`src/rtl/spi_fc_pkg.sv`:
```
// Package: protocol constants and the operation code type shared by the
// SPI register slave. The frame layout is fixed by the protocol, so these
// are localparams rather than module parameters.
package spi_fc_pkg;
    localparam int FRAME_BITS = 16;
    localparam int CMD_BITS   = 8;
    localparam int DATA_W     = 8;
    localparam int ADDR_W     = 6;
    localparam int OP_W       = 2;
    localparam int CNT_W      = $clog2(2 * FRAME_BITS);
    localparam int IDX_W      = $clog2(FRAME_BITS);

    typedef enum logic [OP_W-1:0] {
        OP_WRITE = 2'b00,
        OP_READ  = 2'b01,
        OP_RSV_A = 2'b10,
        OP_RSV_B = 2'b11
    } op_e;
endpackage

```
`src/rtl/spi_fc_sync.sv`:
```
// Module: spi_fc_sync
// Brings the asynchronous SPI pins into the clk domain through STAGES
// flops and derives single-cycle edge pulses.
// Assumes SCK high and low phases each last several clk periods.
module spi_fc_sync #(
    parameter int STAGES = 2
) (
    input  logic clk,
    input  logic rst_n,
    input  logic sck,
    input  logic csn,
    input  logic mosi,
    output logic sck_rise,
    output logic sck_fall,
    output logic cs_act,
    output logic cs_start,
    output logic cs_end,
    output logic mosi_s
);
    // bit 0 = sck, bit 1 = csn, bit 2 = mosi; idle value has csn high
    localparam logic [2:0] IDLE = 3'b010;

    logic [STAGES-1:0][2:0] stg;
    logic [1:0]             prev_q;
    logic [2:0]             last;

    // first synchronizer stage samples the raw pins
    always_ff @(posedge clk) begin
        if (!rst_n) stg[0] <= IDLE;
        else        stg[0] <= {mosi, csn, sck};
    end

    genvar g;
    generate
        for (g = 1; g < STAGES; g++) begin : g_stage
            // further synchronizer stages
            always_ff @(posedge clk) begin
                if (!rst_n) stg[g] <= IDLE;
                else        stg[g] <= stg[g-1];
            end
        end
    endgenerate

    assign last = stg[STAGES-1];

    // remembers previous synchronized sck and csn for edge detection
    always_ff @(posedge clk) begin
        if (!rst_n) prev_q <= IDLE[1:0];
        else        prev_q <= last[1:0];
    end

    assign cs_act   = ~last[1];
    assign cs_start = ~last[1] &  prev_q[1];
    assign cs_end   =  last[1] & ~prev_q[1];
    assign sck_rise = cs_act &  last[0] & ~prev_q[0];
    assign sck_fall = cs_act & ~last[0] &  prev_q[0];
    assign mosi_s   = last[2];
endmodule

```
`src/rtl/spi_fc_shifter.sv`:
```
// Module: spi_fc_shifter
// Counts SCK rising edges per chip-select window, collects the incoming
// frame, latches the command byte and serializes the in-frame reply
// (status byte, then reply byte, then zeros).
// Assumes edge pulses come from spi_fc_sync and are never simultaneous.
module spi_fc_shifter
    import spi_fc_pkg::*;
(
    input  logic                  clk,
    input  logic                  rst_n,
    input  logic                  sck_rise,
    input  logic                  sck_fall,
    input  logic                  cs_start,
    input  logic                  mosi_s,
    input  logic [DATA_W-1:0]     status_byte,
    input  logic [DATA_W-1:0]     reply_byte,
    output logic [CNT_W-1:0]      bit_cnt,
    output logic [FRAME_BITS-1:0] rx_frame,
    output logic [CMD_BITS-1:0]   cmd_q,
    output logic                  sdo_bit
);
    logic [CNT_W-1:0]      pos_q;
    logic [DATA_W-1:0]     status_q;
    logic [DATA_W-1:0]     reply_q;
    logic                  load_q;
    logic [FRAME_BITS-1:0] out_word;

    // receive shift register and saturating rising-edge counter
    always_ff @(posedge clk) begin
        if (!rst_n || cs_start) begin
            bit_cnt  <= '0;
            rx_frame <= '0;
        end else if (sck_rise) begin
            if (bit_cnt != '1) bit_cnt <= bit_cnt + 1'b1;
            if (bit_cnt < CNT_W'(FRAME_BITS)) rx_frame <= {rx_frame[FRAME_BITS-2:0], mosi_s};
        end
    end

    // captures the command byte on the 8th rising edge, flags reply load
    always_ff @(posedge clk) begin
        if (!rst_n || cs_start) begin
            cmd_q  <= '0;
            load_q <= 1'b0;
        end else begin
            load_q <= 1'b0;
            if (sck_rise && bit_cnt == CNT_W'(CMD_BITS - 1)) begin
                cmd_q  <= {rx_frame[CMD_BITS-2:0], mosi_s};
                load_q <= 1'b1;
            end
        end
    end

    // holds the two reply bytes: status at frame start, data after command
    always_ff @(posedge clk) begin
        if (!rst_n) begin
            status_q <= '0;
            reply_q  <= '0;
        end else if (cs_start) begin
            status_q <= status_byte;
            reply_q  <= '0;
        end else if (load_q) begin
            reply_q  <= reply_byte;
        end
    end

    // output bit position, advanced on each SCK falling edge
    always_ff @(posedge clk) begin
        if (!rst_n || cs_start)           pos_q <= '0;
        else if (sck_fall && pos_q != '1) pos_q <= pos_q + 1'b1;
    end

    assign out_word = {status_q, reply_q};

    // selects the current reply bit, zero beyond the frame
    always_comb begin
        if (pos_q < CNT_W'(FRAME_BITS))
            sdo_bit = out_word[IDX_W'(FRAME_BITS - 1) - pos_q[IDX_W-1:0]];
        else
            sdo_bit = 1'b0;
    end
endmodule

```
`src/rtl/spi_fc_regbank.sv`:
```
// Module: spi_fc_regbank
// Register file: address 0 is a constant identity value, 1..NUM_REGS-1
// are read/write, the rest read as zero. Also holds the sticky
// communication-error flag.
// Assumes wr_en is only raised for writable addresses.
module spi_fc_regbank
    import spi_fc_pkg::*;
#(
    parameter int                NUM_REGS = 8,
    parameter logic [DATA_W-1:0] DEV_ID   = 8'hC3
) (
    input  logic                             clk,
    input  logic                             rst_n,
    input  logic                             wr_en,
    input  logic [ADDR_W-1:0]                wr_addr,
    input  logic [DATA_W-1:0]                wr_data,
    input  logic                             dev_rst,
    input  logic                             err_set,
    input  logic                             err_clr,
    input  logic [ADDR_W-1:0]                rd_addr,
    output logic [DATA_W-1:0]                rd_data,
    output logic                             comm_err,
    output logic [(NUM_REGS-1)*DATA_W-1:0]   regs_flat
);
    logic [NUM_REGS-1:1][DATA_W-1:0] store;

    // writable registers, cleared by reset or by a device reset frame
    always_ff @(posedge clk) begin
        if (!rst_n || dev_rst) begin
            store <= '0;
        end else if (wr_en) begin
            for (int i = 1; i < NUM_REGS; i++)
                if (wr_addr == ADDR_W'(i)) store[i] <= wr_data;
        end
    end

    // sticky communication-error flag
    always_ff @(posedge clk) begin
        if (!rst_n || dev_rst) comm_err <= 1'b0;
        else if (err_set)      comm_err <= 1'b1;
        else if (err_clr)      comm_err <= 1'b0;
    end

    // read multiplexer with identity at 0 and zero for unused addresses
    always_comb begin
        rd_data = '0;
        if (rd_addr == '0) rd_data = DEV_ID;
        for (int i = 1; i < NUM_REGS; i++)
            if (rd_addr == ADDR_W'(i)) rd_data = store[i];
    end

    genvar g;
    generate
        for (g = 1; g < NUM_REGS; g++) begin : g_flat
            assign regs_flat[(g-1)*DATA_W +: DATA_W] = store[g];
        end
    endgenerate
endmodule

```
`src/rtl/spi_fc_slave.sv`:
```
// Module: spi_fc_slave (top)
// SPI mode-0 register slave with in-frame reply, frame-length checking
// and all-zero-frame device reset. Decodes the frame at chip-select
// release and drives the register bank.
// Assumes SCK is much slower than clk (several clk periods per phase).
module spi_fc_slave
    import spi_fc_pkg::*;
#(
    parameter int                NUM_REGS    = 8,
    parameter logic [DATA_W-1:0] DEV_ID      = 8'hC3,
    parameter int                SYNC_STAGES = 2
) (
    input  logic clk,
    input  logic rst_n,
    input  logic sck,
    input  logic csn,
    input  logic mosi,
    output logic sdo,
    output logic sdo_oe
);
    logic                           sck_rise, sck_fall, cs_act, cs_start, cs_end, mosi_s;
    logic [CNT_W-1:0]               bit_cnt;
    logic [FRAME_BITS-1:0]          rx_frame;
    logic [CMD_BITS-1:0]            cmd_q;
    logic                           sdo_bit;
    logic [DATA_W-1:0]              rd_data, status_byte, reply_byte;
    logic                           comm_err;
    logic [(NUM_REGS-1)*DATA_W-1:0] regs_flat;
    logic                           frame_ok, all_zero, dev_rst, wr_en, err_set;
    op_e                            cmd_op, frame_op;
    logic [ADDR_W-1:0]              rd_addr, wr_addr;

    spi_fc_sync #(.STAGES(SYNC_STAGES)) u_sync (
        .clk(clk), .rst_n(rst_n), .sck(sck), .csn(csn), .mosi(mosi),
        .sck_rise(sck_rise), .sck_fall(sck_fall), .cs_act(cs_act),
        .cs_start(cs_start), .cs_end(cs_end), .mosi_s(mosi_s)
    );

    spi_fc_shifter u_shift (
        .clk(clk), .rst_n(rst_n), .sck_rise(sck_rise), .sck_fall(sck_fall),
        .cs_start(cs_start), .mosi_s(mosi_s), .status_byte(status_byte),
        .reply_byte(reply_byte), .bit_cnt(bit_cnt), .rx_frame(rx_frame),
        .cmd_q(cmd_q), .sdo_bit(sdo_bit)
    );

    // command-phase decode feeding the reply byte
    assign cmd_op      = op_e'(cmd_q[CMD_BITS-1 -: OP_W]);
    assign rd_addr     = cmd_q[ADDR_W-1:0];
    assign status_byte = {comm_err, {(DATA_W-1){1'b0}}};
    assign reply_byte  = (cmd_op == OP_WRITE || cmd_op == OP_READ) ? rd_data : '0;

    // end-of-frame decode: length check, zero-frame reset, write commit
    assign frame_op = op_e'(rx_frame[FRAME_BITS-1 -: OP_W]);
    assign wr_addr  = rx_frame[DATA_W +: ADDR_W];
    assign frame_ok = cs_end && (bit_cnt == CNT_W'(FRAME_BITS));
    assign all_zero = (rx_frame == '0);
    assign dev_rst  = frame_ok && all_zero;
    assign err_set  = cs_end && (bit_cnt != CNT_W'(FRAME_BITS));
    assign wr_en    = frame_ok && !all_zero && frame_op == OP_WRITE
                      && wr_addr != '0 && wr_addr < ADDR_W'(NUM_REGS);

    spi_fc_regbank #(.NUM_REGS(NUM_REGS), .DEV_ID(DEV_ID)) u_regs (
        .clk(clk), .rst_n(rst_n), .wr_en(wr_en), .wr_addr(wr_addr),
        .wr_data(rx_frame[DATA_W-1:0]), .dev_rst(dev_rst), .err_set(err_set),
        .err_clr(frame_ok), .rd_addr(rd_addr), .rd_data(rd_data),
        .comm_err(comm_err), .regs_flat(regs_flat)
    );

    // pad-side outputs
    assign sdo_oe = cs_act;
    assign sdo    = cs_act & sdo_bit;
endmodule

```
`config.mk`:
```
export PLATFORM = sky130hd
export DESIGN_NAME = spi_fc_slave
export DESIGN_NICKNAME = d
export VERILOG_FILES = /design/src/rtl/spi_fc_pkg.sv /design/src/rtl/spi_fc_sync.sv /design/src/rtl/spi_fc_shifter.sv /design/src/rtl/spi_fc_regbank.sv /design/src/rtl/spi_fc_slave.sv
export SDC_FILE = /design/constraint.sdc
export NUM_CORES = 1
export LEC_CHECK = 0
export CAP_MARGIN = 0
export CORE_MARGIN = 4
export CORE_UTILIZATION = 56
export DETAILED_ROUTE_END_ITERATION = 10
export PLACE_DENSITY = 0.82
export SLEW_MARGIN = 10
export SYNTH_ARGS = -nofsm -noshare
export SYNTH_HDL_FRONTEND = slang
export SYNTH_SLANG_ARGS = --single-unit
```
`constraint.sdc`:
```
create_clock -name clk -period 2.04 [get_ports clk]
set_clock_uncertainty 0.15 [all_clocks]
set_input_delay 0.612 -clock clk [delete_from_list [all_inputs] [get_ports clk]]
set_output_delay 0.612 -clock clk [all_outputs]
set_load 0.005 [all_outputs]
```
; ---- Word level (Yosys, flattened, before mapping)
; Index checks and enable logic that the tools add are counted.
[totals]
ff_bits = 109
n_memories = 0
latchBits = 0
rom_bits = 0
ram_bits = 0
elab_cells = 102
inputBits = 5
[classes]
shift = 0
n_mux = 15
reduce_logical = 30
bitwise = 12
n_lt_le_gt_ge = 4
n_mul = 0
div_mod_pow = 0
eq_ne = 20
addsub = 3
[ops]
columns = op, n
row1 = $mux W8, 9
row2 = $eq A6 B3 Y1 const B, 8
row3 = $eq A6 B2 Y1 const B, 4
row4 = $reduce_and A2 Y1, 9
row5 = $logic_not A16 Y1, 1
row6 = $ne A5 B5 Y1 const B, 3
row7 = $eq A6 B1 Y1 const B, 2
row8 = $add A5 B1 Y5 const B, 2
row9 = $lt A5 B5 Y1 const B, 2
row10 = $logic_and A1 B1 Y1, 9
row11 = $and A1 B1 Y1, 7
row12 = $logic_not A6 Y1, 1
row13 = $lt A6 B4 Y1 const B, 1
row14 = $reduce_bool A6 Y1, 1
row15 = $eq A5 B3 Y1 const B, 1
row16 = $eq A5 B5 Y1 const B, 1
row17 = $lt A4 B5 Y1 const B, 1
row18 = $mux W1, 5
row19 = $not A1 Y1, 5
row20 = $bmux W1 S4, 1
row21 = $logic_not A2 Y1, 2
row22 = $sub A4 B4 Y4 const A, 1
row23 = $logic_or A1 B1 Y1, 3
row24 = $eq A2 B1 Y1 const B, 1
row25 = 3 further kinds, 4

; ---- Longest topological paths before layout
; Gate-level depths: netlist of run 1.
[logic_depth]
ltp_word = 10
mapped_depth = 8
mapped_depth_nobuf = 7

; ---- Hierarchy
; A second synthesis of run 1 with hierarchy kept.
[hier_totals]
cells_unflattened = 527
hier_area_um2 = 5094.9
[by_module_without_submodules]
columns = module, cells_each, seq_area_each_um2, area_each_um2, n_inst
row1 = spi_fc_regbank, 270, 1141.1, 2626.3, 1
row2 = spi_fc_shifter, 215, 1021.0, 2074.5, 1
row3 = spi_fc_sync, 21, 160.2, 241.5, 1
row4 = spi_fc_slave, 21, 0.0, 152.6, 1

; ---- Worst setup path after synthesis of run 1
; OpenSTA, ideal clock, no wires.
[synth_timing]
path_kind = register to output
start = reg u_shift.pos_q[0]
end = out sdo
t_required_ns = 1.278
t_arrival_ns = 1.330
stages_incl_launch_ff = 5
slack_ns = -0.052
path_cell_list = dfxtp_1 -> clkbuf_1 -> mux4_2 -> a31oi_1 -> nor4_1
[synth_between]
elab_chain_len = 5
elab_cells_between_ends = 6
classes_between = add/sub: 1 / order compare: 1 / mux: 3 / bitwise: 1
[synth_lines]
columns = element, line
row1 = "start, declared", spi_fc_shifter.sv:22  ; logic [CNT_W-1:0] pos_q;
row2 = "start signal, assigned", spi_fc_shifter.sv:69  ; else if (sck_fall && pos_q != '1) pos_q <= pos_q + 1'b1;
row3 = $sub A4 B4 Y4, spi_fc_shifter.sv:77  ; sdo_bit = out_word[IDX_W'(FRAME_BITS - 1) - pos_q[IDX_W-1:0]];
row4 = $bmux W1 S4, spi_fc_shifter.sv:77
row5 = $mux W1 (implied by the code), spi_fc_shifter.sv:77
row6 = $mux W1 *, spi_fc_shifter.sv:76  ; if (pos_q < CNT_W'(FRAME_BITS))
row7 = $and A1 B1 Y1 *, spi_fc_slave.sv:71  ; assign sdo = cs_act & sdo_bit;
row8 = "end, declared", spi_fc_slave.sv:18  ; output logic sdo,
; Mark *: on every way between the ends. The rest lies on a longest branch, timed or not. The select of a mux whose other input is x is not followed.

; ---- Worst setup path in the final report of run 1
; Same ends and word-level chain as after synthesis.

==> results of run 1 <==
-- worst paths after layout --
| path | from | end | slack, ns | depth (start not counted) |
|---|---|---|---|---|
| setup reg to reg | u_shift.bit_cnt[0] | u_regs.regs_flat[30] | -0.03 | 8 |
| hold reg to reg | u_sync.stg[1] | u_sync.last[1] | 0.27 | 1 |
| hold / removal | u_sync.stg[1] | u_sync.last[1] | 0.27 | 1 |
| setup / recovery | u_shift.pos_q[0] | sdo | -0.34 | 4 |
-- timing repair --
| action | 4_1_cts | 5_1_grt |
|---|---|---|
| setup buffers | 2 | 1 |
| gates resized for setup | 11 | 30 |
| endpoints found under the setup margin | 35 | 55 |
| pin swaps | 5 | 12 |
-- cells in the final DEF (no fill, tap or decap), types with 7 or more instances in the layout --
cell	n
dfxtp_1	104
a21oi_1	26
mux2i_1	62
nand2_2	8
buf_4	48
o21ai_0	13
a21oi_2	7
nand2_1	54
buf_12	10
clkbuf_8	10
nand2b_1	11
nor2_1	74
a22oi_1	7
-- report_power, final --
part           total, mW  internal, mW  leakage [nW]  switching (mW)
Combinational     0.0856        0.0339         0.955          0.0516
Clock               1.33         0.603        0.0918           0.726
Sequential          2.12          2.11         0.873         0.00461
Total               3.53          2.75          1.92           0.782
-- metal layers --
layer  vias up  wire length [um]  track usage, %
met5         -                 0               0
met1      1832              4824           28.76
met2       101              5488           39.98
met3        34               492           4.348
li1       1839                 -               -
met4         0               306           9.874
-- cell type report --
type                            count  area [um^2]
Clock inverter                      5        61.31
Sequential cell                   108         2170
Multi-Input combinational cell    358         2470
Inverter                            5        18.77
Clock buffer                       11        141.4
Fill cell                         620         2565
Tap cell                          105        131.4
Timing Repair Buffer               64        618.1
-- registers in the layout, summed over array words and instances, names as in the netlist --
signal and flops:
u_regs.regs_flat 56, u_shift.rx_frame 16, u_shift.reply_q 8, u_shift.cmd_q 7, u_shift.bit_cnt 5, u_shift.pos_q 5, u_sync.last 3, u_sync.stg 3
u_sync.prev_q 2, u_regs.comm_err 1, u_shift.load_q 1, u_shift.status_q 1
-- through the flow --
| stage | setup slack (ns) | std cells |
|---|---|---|
| after floorplan | -0.004722 | 505 |
| after global placement | -0.3704 | 637 |
| after detailed placement | -0.4375 | 637 |
| after CTS | -0.3797 | 655 |
| after global routing | -0.3866 | 656 |
| final | -0.3405 | 656 |
-- synthesized netlist by cell type (6+ instances only) --
cell	instances
o221ai_1	6
nand2b_1	11
a22oi_1	7
dfxtp_1	108
a21oi_1	33
buf_2	7
nor2_1	75
clkbuf_1	25
mux2i_1	65
nand2_1	62
o21ai_0	14
-- cells by family after synthesis --
logic type | count (synthesis) | share of synthesized area [%]
AND/OR/NAND/NOR | 194 | 21.33
flip-flops | 108 | 46.31
AO/OA/AOI/OAI | 87 | 12.14
multiplexers | 66 | 14.42
buffers and inverters | 39 | 3.324
XOR/XNOR | 6 | 1.126
adder cells (fa/ha/maj) | 5 | 1.340
-- worst max-delay path: stages, from the launching register on --
cell	delay (ns)
dfxtp_4	0.39
mux4_2	0.49
a31oi_1	0.16
nor4_1	0.07
buf_2	0.13
==> metrics.csv, run 1 <==
stage,metric,value,unit
run_status,status,"finished, violations left",
run_status,violations,setup timing,
sta,hold_ws,0.2666,ns
detailed_routing,viasPerCell,5.802,
die,core-area,8175,um^2
critical_path,worstPathArrival,1.62,ns
cells_and_area,final_cell_area,5610,um^2
sta,period_minus_slack,2.381,ns
worst_hold_path,hold_path.class,flip-flop to flip-flop,
die,io_pins,7,
synthesis,ys_seq_elements,108,
sta,hold_viol,0,
die,die_w,99.30,um
cells_and_area,antennaDiodeCount,0,
place,placed_cell_area,5261,um^2
die,initial_core_util,57.10,%
die,num_rows,33,
synthesis,yosys_warnings,0,
synthesis,synth-edff-count,0,
clock_network,cts.htree.levels,3,
detailed_routing,totalWireLength,11110,um
pwr,finalPower,3.532,mW
global_route,grt_overflow_total,0,
synthesis,synth-async-reset-ratio,0,%
die,die-area,9860,um^2
synthesis,synth.largest_area_cell,dfxtp_1,
detailed_routing,wl_per_cell,16.94,um
cells_and_area,fin_util,68.63,%
sta,fin_ws,-0.3405,ns
synthesis,netlist_area,4668,um^2
detailed_routing,ant_nets,0,
pwr,p_leak,1.919,nW
detailed_routing,first_iter_violations,209,
die,die_h,99.30,um
clock_network,cts-root-buf,clkbuf_8,
global_route,grt.total_usage,23.33,%
pwr,ir_drop,0.0003811,V
synthesis,synth_cells,505,
sta,max_freq,420.1,MHz
critical_path,cp-end-kind,output port,
synthesis,yosysSeqAreaShare,46.31,%
global_route,grt_pass1_vias,3823,
job,drv_cap,0,
sta,drv_slew,0,
detailed_routing,dr.pass1.iters,5,
clock_network,cts_buffers,9,
pwr,power_density,629.6,nW/um^2
place,dp.final_hpwl,7612,um
critical_path,crit_path_start_kind,flip-flop,
sta,tns,-0.4422,ns
clock_network,path_clk_slew,0.10,ns
sta,tightest_slew,0.4877,ns
synthesis,synth.area.top_cells,"dfxtp_1, mux2i_1, nor2_1, nand2_1, a21oi_1",
global_route,grt_pass1_wl,18340,um
clock_network,cts_buffer_depth,2,
sta,rsz0062_at_grt,yes,
place,port-buffer-count,6,
critical_path,cp_data_required_time,1.28,ns
synthesis,synth_top_area_share,46.31,%
global_route,grt_max_degree,30,
synthesis,avgSynthCellArea,9.244,um^2
detailed_routing,drcViolationCount,0,
cells_and_area,nets,556,
place,gp_congestion,0.8303,
clock_network,postCtsHoldBufs,0,
synthesis,synthFlopType,dfxtp_1,
detailed_routing,via_count,3806,
global_route,antenna_found_initial,0,
clock_network,cts_tree,done,
sta,slew_headroom,67.44,%
sta,fin_crit_sh,116.7,%
critical_path,cp_max_fo,4,
clock_network,numClockSinks,108,
critical_path,path_class,flip-flop to output port,
synthesis,syn_nets,515,
synthesis,synth_cell_types,47,
cells_and_area,drive_above_1_share,22.32,%
sta,setup_viol,11,
cells_and_area,area_growth,20.18,%
clock_network,insertion_delay,0.38,ns
(Power assumes the default switching activity.)
==> inputs of run 2 (changes only) <==
--- a/config.mk
+++ b/config.mk
@@ -6,8 +6,10 @@
 export NUM_CORES = 1
 export LEC_CHECK = 0
 export CAP_MARGIN = 0
+export CELL_PAD_IN_SITES_DETAIL_PLACEMENT = 0
+export CELL_PAD_IN_SITES_GLOBAL_PLACEMENT = 1
 export CORE_MARGIN = 4
-export CORE_UTILIZATION = 56
+export CORE_UTILIZATION = 44
 export DETAILED_ROUTE_END_ITERATION = 10
 export PLACE_DENSITY = 0.82
 export SLEW_MARGIN = 10
==> metrics.csv, run 2 (synthesized netlist as in run 1, its figures left out) <==
stage,metric,value,unit,change
clock_network,cts_buffers,9,,unchanged
global_route,grt_overflow_total,0,,unchanged
place,dpl.cell_count,671,,+5.3%
detailed_routing,via_count,3793,,-0.34%
critical_path,cp_data_required_time,1.28,ns,about the same
sta,hold_viol,0,,unchanged
pwr,swShare,24.06,%,+1.9 points
worst_hold_path,hold_path.class,flip-flop to flip-flop,,
global_route,antenna_found_initial,0,,unchanged
detailed_routing,totalWireLength,11310,um,+1.8%
clock_network,cts-root-buf,clkbuf_8,,
run_status,status,"finished, violations left",,
sta,period_minus_slack,2.429,ns,+0.04826 ns
critical_path,cp-end-kind,output port,,
global_route,grt_pass1_vias,3699,,-3.2%
critical_path,worstPathArrival,1.67,ns,+0.05 ns
cells_and_area,area_growth,22.84,%,
sta,tightest_slew,0.4596,ns,-0.02812 ns
cells_and_area,nets,566,,+1.8%
clock_network,postCtsHoldBufs,0,,unchanged
sta,slew_headroom,69.13,%,+1.7 points
cells_and_area,antennaDiodeCount,0,,unchanged
run_status,violations,setup timing,,
sta,fin_ws,-0.3888,ns,-0.04826 ns
critical_path,cp_common_cell,buf_6,,
cells_and_area,fillers,884,,+43%
cells_and_area,fin_cells,697,,+6.3%
place,dp.final_hpwl,7733,um,+1.6%
clock_network,insertion_delay,0.38,ns,about the same
critical_path,crit_path_start_kind,flip-flop,,
clock_network,cts_buffer_depth,2,,unchanged
clock_network,numClockSinks,108,,unchanged
cells_and_area,drive_above_1_share,22.28,%,-0.041 points
critical_path,critical-path-max-stage-delay,0.37,ns,-0.12 ns
global_route,grt_pass1_wl,18660,um,+1.7%
pwr,clockPowerShare,35.6,%,-2.0 points
critical_path,critical_path.cell_chain,"buf_6, buf_4, buf_6, nor2_4, a21oi_2, nor4_2, buf_2",,
detailed_routing,viasPerCell,5.442,,-6.2%
die,initial_core_util,45.22,%,-12 points
place,pre_cts_slack,-0.3737,ns,+0.06372 ns
pwr,finalPower,3.421,mW,-3.1%
global_route,grt_max_degree,37,,+23%
job,drv_cap,0,,unchanged
die,io_pins,7,,unchanged
pwr,p_leak,1.971,nW,+2.7%
cells_and_area,largest_reg_flops,56,,unchanged
die,core-area,10320,um^2,+26%
sta,rsz0062_at_grt,yes,,
sta,max_freq,411.7,MHz,-2.0%
global_route,grt.total_usage,18.65,%,-4.7 points
pwr,ir_drop,0.0005331,V,+40%
critical_path,cp_max_fo,3,,-1
pwr,comb_power_share,2.5,%,about the same
pwr,switching_power,823.2,uW,+5.3%
detailed_routing,first_iter_violations,260,,+24%
die,die_w,111,um,+12%
detailed_routing,ant_nets,0,,unchanged
die,die_h,111,um,+12%
place,gp_congestion,0.8534,,+2.8%
clock_network,path_clk_slew,0.11,ns,about the same
detailed_routing,drcViolationCount,0,,unchanged
pwr,p_int,2.598,mW,-5.5%
sta,setup_viol,14,,+3
detailed_routing,wl_per_cell,16.23,um,-4.2%
cells_and_area,final_common_cell,dfxtp_1,,
place,port-buffer-count,6,,unchanged
detailed_routing,dr.pass1.iters,5,,unchanged
sta,fin_crit_sh,119.1,%,+2.4 points
critical_path,slowest_stage,dfxtp_4,,
pwr,seqPwrFrac,61.9,%,+1.9 points
die,num_rows,37,,+12%
clock_network,cts.htree.levels,3,,unchanged
sta,tns,-1.588,ns,-1.146 ns
cells_and_area,final_cell_mix,"dfxtp_1, nor2_1, mux2i_1, nand2_1, buf_4",,
pwr,power_density,596.6,nW/um^2,-5.2%
critical_path,path_class,flip-flop to output port,,
die,die-area,12320,um^2,+25%
clock_network,cts_tree,done,,
sta,drv_slew,0,,unchanged
run 2: final timing paths:
check	from	end	slack [ns]	cells after the start
max	u_shift.pos_q[0]	sdo	-0.39	7
min	u_sync.stg[1]	u_sync.last[1]	0.29	1
max reg2reg	u_shift.pos_q[0]	u_shift.pos_q[3]	-0.25	12
min reg2reg	u_sync.stg[1]	u_sync.last[1]	0.29	1
run 2: timing repair:
action | CTS | global route
pin swaps | 13 | 16
setup endpoints to repair | 35 | 72
gates resized for setup | 24 | 23
cloned | 0 | 0
setup buffers | 9 | 2
run 2: area by class of cell:
cell class	instances	area [um^2]	share of cell area, %
clock buffer	9	123.9	2.160
clock inverter	7	51.30	0.8946
inverter	5	18.77	0.3273
multi-input combinational	358	2487	43.38
sequential	108	2172	37.88
tap	136	170.2	2.967
timing repair buffer	74	710.7	12.39
run 2: critical path: cells and delay by family (launching register included):
| kind | cells | cell delay (ns) |
|---|---|---|
| AND/OR/NAND/NOR | 2 | 0.35 |
| buffers and inverters | 4 | 0.50 |
| flip-flops | 1 | 0.37 |
| AO/OA/AOI/OAI | 1 | 0.06 |
run 2: layer usage:
| metal | track usage, % | share of wire [%] | routed length (um) | up-vias |
|---|---|---|---|---|
| met4 | 7.143 | 1.9 | 219 | 0 |
| met1 | 24.63 | 46 | 5149 | 1832 |
| met5 | 0 | 0 | 0 | - |
| li1 | - | - | - | 1861 |
| met2 | 29.98 | 48 | 5434 | 84 |
| met3 | 3.876 | 4.5 | 508 | 16 |
run 2: power groups by stage:
stage,logic (mW),clock network (mW),registers [mW]
5_1_grt,0.0928,1.33,2.12
3_5_place_dp,0.0823,0,2.17
2_1_floorplan,0.0464,0,2.17
4_1_cts,0.0841,1.25,2.12
3_3_place_gp,0.0802,0,2.17
6_report,0.0859,1.22,2.12
run 2: per-stage QoR:
| step | utilization, % | area, um^2 | hold WS [ns] |
|---|---|---|---|
| 2_1_floorplan | - | 4671 | 0.2363 |
| 3_3_place_gp | 51.56 | 5323 | 0.2410 |
| 3_5_place_dp | 51.56 | 5323 | 0.2650 |
| 4_1_cts | 54.53 | 5629 | 0.2914 |
| 5_1_grt | 55.54 | 5734 | 0.2982 |
| 6_report | 55.54 | 5734 | 0.2853 |
==> inputs of run 3 (changes only) <==
--- a/config.mk
+++ b/config.mk
@@ -5,13 +5,14 @@
 export SDC_FILE = /design/constraint.sdc
 export NUM_CORES = 1
 export LEC_CHECK = 0
+export ABC_CLOCK_PERIOD_IN_PS = 3100
 export CAP_MARGIN = 0
 export CELL_PAD_IN_SITES_DETAIL_PLACEMENT = 0
 export CELL_PAD_IN_SITES_GLOBAL_PLACEMENT = 1
 export CORE_MARGIN = 4
-export CORE_UTILIZATION = 44
+export CORE_UTILIZATION = 30
 export DETAILED_ROUTE_END_ITERATION = 10
-export PLACE_DENSITY = 0.82
+export PLACE_DENSITY = 0.6
 export SLEW_MARGIN = 10
 export SYNTH_ARGS = -nofsm -noshare
 export SYNTH_HDL_FRONTEND = slang
==> constraint.sdc (replaced) <==
create_clock -name clk -period 3.1 [get_ports clk]
set_clock_uncertainty 0.15 [all_clocks]
set_input_delay 0.93 -clock clk [delete_from_list [all_inputs] [get_ports clk]]
set_output_delay 0.93 -clock clk [all_outputs]
set_load 0.005 [all_outputs]
==> metrics.csv, run 3 (synthesized netlist as in run 1, its figures left out) <==
stage,metric,value,unit,change
sta,fin_crit_sh,88.42,%,
place,dp.final_hpwl,7646,um,-1.1%
global_route,grt_overflow_total,0,,unchanged
die,die_h,132.7,um,+20%
pwr,power_density,502.0,nW/um^2,-16%
global_route,grt_use_met2,22.15,%,-7.8 points
sta,hold_ws,0.2616,ns,-0.02375 ns
global_route,grt_max_degree,57,,+54%
detailed_routing,ant_nets,0,,unchanged
critical_path,crit_path_start_kind,flip-flop,,
global_route,grt_pass1_wl,18900,um,+1.3%
sta,tightest_slew,0.6804,ns,+0.2209 ns
die,initial_core_util,30.71,%,-15 points
run_status,status,"finished, final reports clean",,
die,die_w,132.7,um,+20%
worst_hold_path,whs_path_depth,1,,unchanged
sta,period_minus_slack,2.741,ns,
global_route,grt_pass1_vias,3583,,-3.1%
place,gp_congestion,0.7478,,-12%
sta,hold_viol,0,,unchanged
critical_path,path_class,flip-flop to output port,,
detailed_routing,totalWireLength,11320,um,+0.11%
cells_and_area,largest_reg_flops,56,,unchanged
cells_and_area,final_cell_area,5228,um^2,-8.8%
pwr,ir_drop,0.0002942,V,-45%
job,drv_cap,0,,unchanged
pwr,finalPower,2.624,mW,-23%
critical_path,cp-end-kind,output port,,
global_route,grt.total_usage,13.47,%,-5.2 points
detailed_routing,drcViolationCount,0,,unchanged
clock_network,insertion_delay,0.36,ns,-0.02 ns
detailed_routing,first_iter_violations,181,,-30%
clock_network,cts-root-buf,clkbuf_16,,
critical_path,cp_max_fo,7,,+4
critical_path,reg2reg_depth,5,,-7
die,num_rows,45,,+22%
detailed_routing,viasPerCell,5.069,,-6.8%
critical_path,slowest_stage,mux4_2,,
global_route,use_met3,3.308,%,-0.57 points
detailed_routing,via_count,3503,,-7.6%
critical_path,cp_data_required_time,2.02,ns,+0.74 ns
cells_and_area,final_cell_mix,"dfxtp_1, nor2_1, mux2i_1, nand2_1, a21oi_1",,
pwr,p_leak,1.694,nW,-14%
global_route,gr-usage-met1,17.37,%,-7.3 points
clock_network,path_clk_slew,0.07,ns,-0.04 ns
critical_path,critical-path-max-stage-delay,0.51,ns,+0.14 ns
sta,rsz0062_at_grt,no,,
critical_path,worstPathArrival,1.66,ns,about the same
clock_network,cts.htree.levels,3,,unchanged
cells_and_area,final_common_cell,dfxtp_1,,
critical_path,path_delay_family,multiplexers,,
worst_hold_path,hold_path.class,flip-flop to flip-flop,,
place,port-buffer-count,6,,unchanged
clock_network,cts_tree,done,,
cells_and_area,antennaDiodeCount,0,,unchanged
die,core-area,15200,um^2,+47%
global_route,antenna_found_initial,0,,unchanged
sta,setup_viol,0,,-14
detailed_routing,wl_per_cell,16.39,um,+0.98%
die,io_pins,7,,unchanged
critical_path,crit_buf_inv,1,,-3
critical_path,path_depth,4,,-3
place,placed_cell_area,4913,um^2,-7.7%
die,die-area,17620,um^2,+43%
sta,slew_headroom,54.49,%,-15 points
sta,drv_slew,0,,unchanged
cells_and_area,nets,508,,-10%
detailed_routing,dr.pass1.iters,4,,-1
sta,tns,0,ns,+1.588 ns
cells_and_area,drive_above_1_share,8.946,%,-13 points
clock_network,cts_buffer_depth,2,,unchanged
clock_network,cts_buffers,9,,unchanged
clock_network,numClockSinks,108,,unchanged
cells_and_area,area_growth,11.98,%,
global_route,busiest_layer,met2,,
sta,max_freq,364.8,MHz,
cells_and_area,fin_util,34.39,%,-21 points
critical_path,critical_path.cell_chain,"mux4_2, a31oi_1, nor4_1, dlymetal6s2s_1",,
==> run 3: changes by cell type in the layout (fill, tap and decap cells not counted), moves of 3 or more <==
| cell | change |
|---|---|
| buf_4 | -42 |
| buf_12 | -9 |
| clkbuf_16 | +9 |
| clkbuf_8 | -9 |
| buf_6 | -6 |
| ha_1 | +3 |
| ha_4 | -3 |
| mux2i_1 | +3 |
| mux2i_2 | -3 |
==> run 3: worst paths after layout <==
check,start,to,slack [ns]
max,u_shift.pos_q[0],sdo,0.36
max reg2reg,u_sync.last[1],u_regs.regs_flat[44],0.75
min reg2reg,u_sync.stg[1],u_sync.last[1],0.26
min,u_sync.stg[1],u_sync.last[1],0.26
==> run 3: area by class of cell <==
class	count	area (um^2)
repair buffers	16	137.6
fillers	1558	9975
clock inverters	7	81.33
well taps	188	235.2
flip-flops and latches	108	2167
inverters	5	18.77
multi-input cells	358	2362
clock buffers	9	225.2
==> run 3: power breakdown <==
group	internal, mW	total, mW	switching, mW
Sequential	1.39	1.39	0.00289
Combinational	0.0148	0.0464	0.0317
Clock	0.641	1.19	0.544
==> run 3: layer usage <==
layer  vias up  routed length, um
li1       1750                  -
met1      1702               5435
met2        38               5376
met3        13                271
met4         0                240
met5         -                  0
==> run 3: timing repair <==
item                       CTS  global route
setup buffers                0             0
pin swaps                    0             1
hold buffers                 0             0
resized for setup            3             1
setup endpoints to repair    1             1
==> run 3: metrics by stage <==
step | setup slack, ns | instances
after floorplan | 0.6900 | 505
after global placement | 0.2912 | 675
after detailed placement | 0.2751 | 675
after CTS | 0.03290 | 691
after global routing | 0.2512 | 691
final | 0.3589 | 691
==> run 3: worst register-to-register path: stages (launching register included) <==
cell	delay, ns
dfxtp_1	0.42
nor2b_1	0.36
nand3_4	0.29
nor3_4	0.67
mux2i_1	0.26
nor2_1	0.06
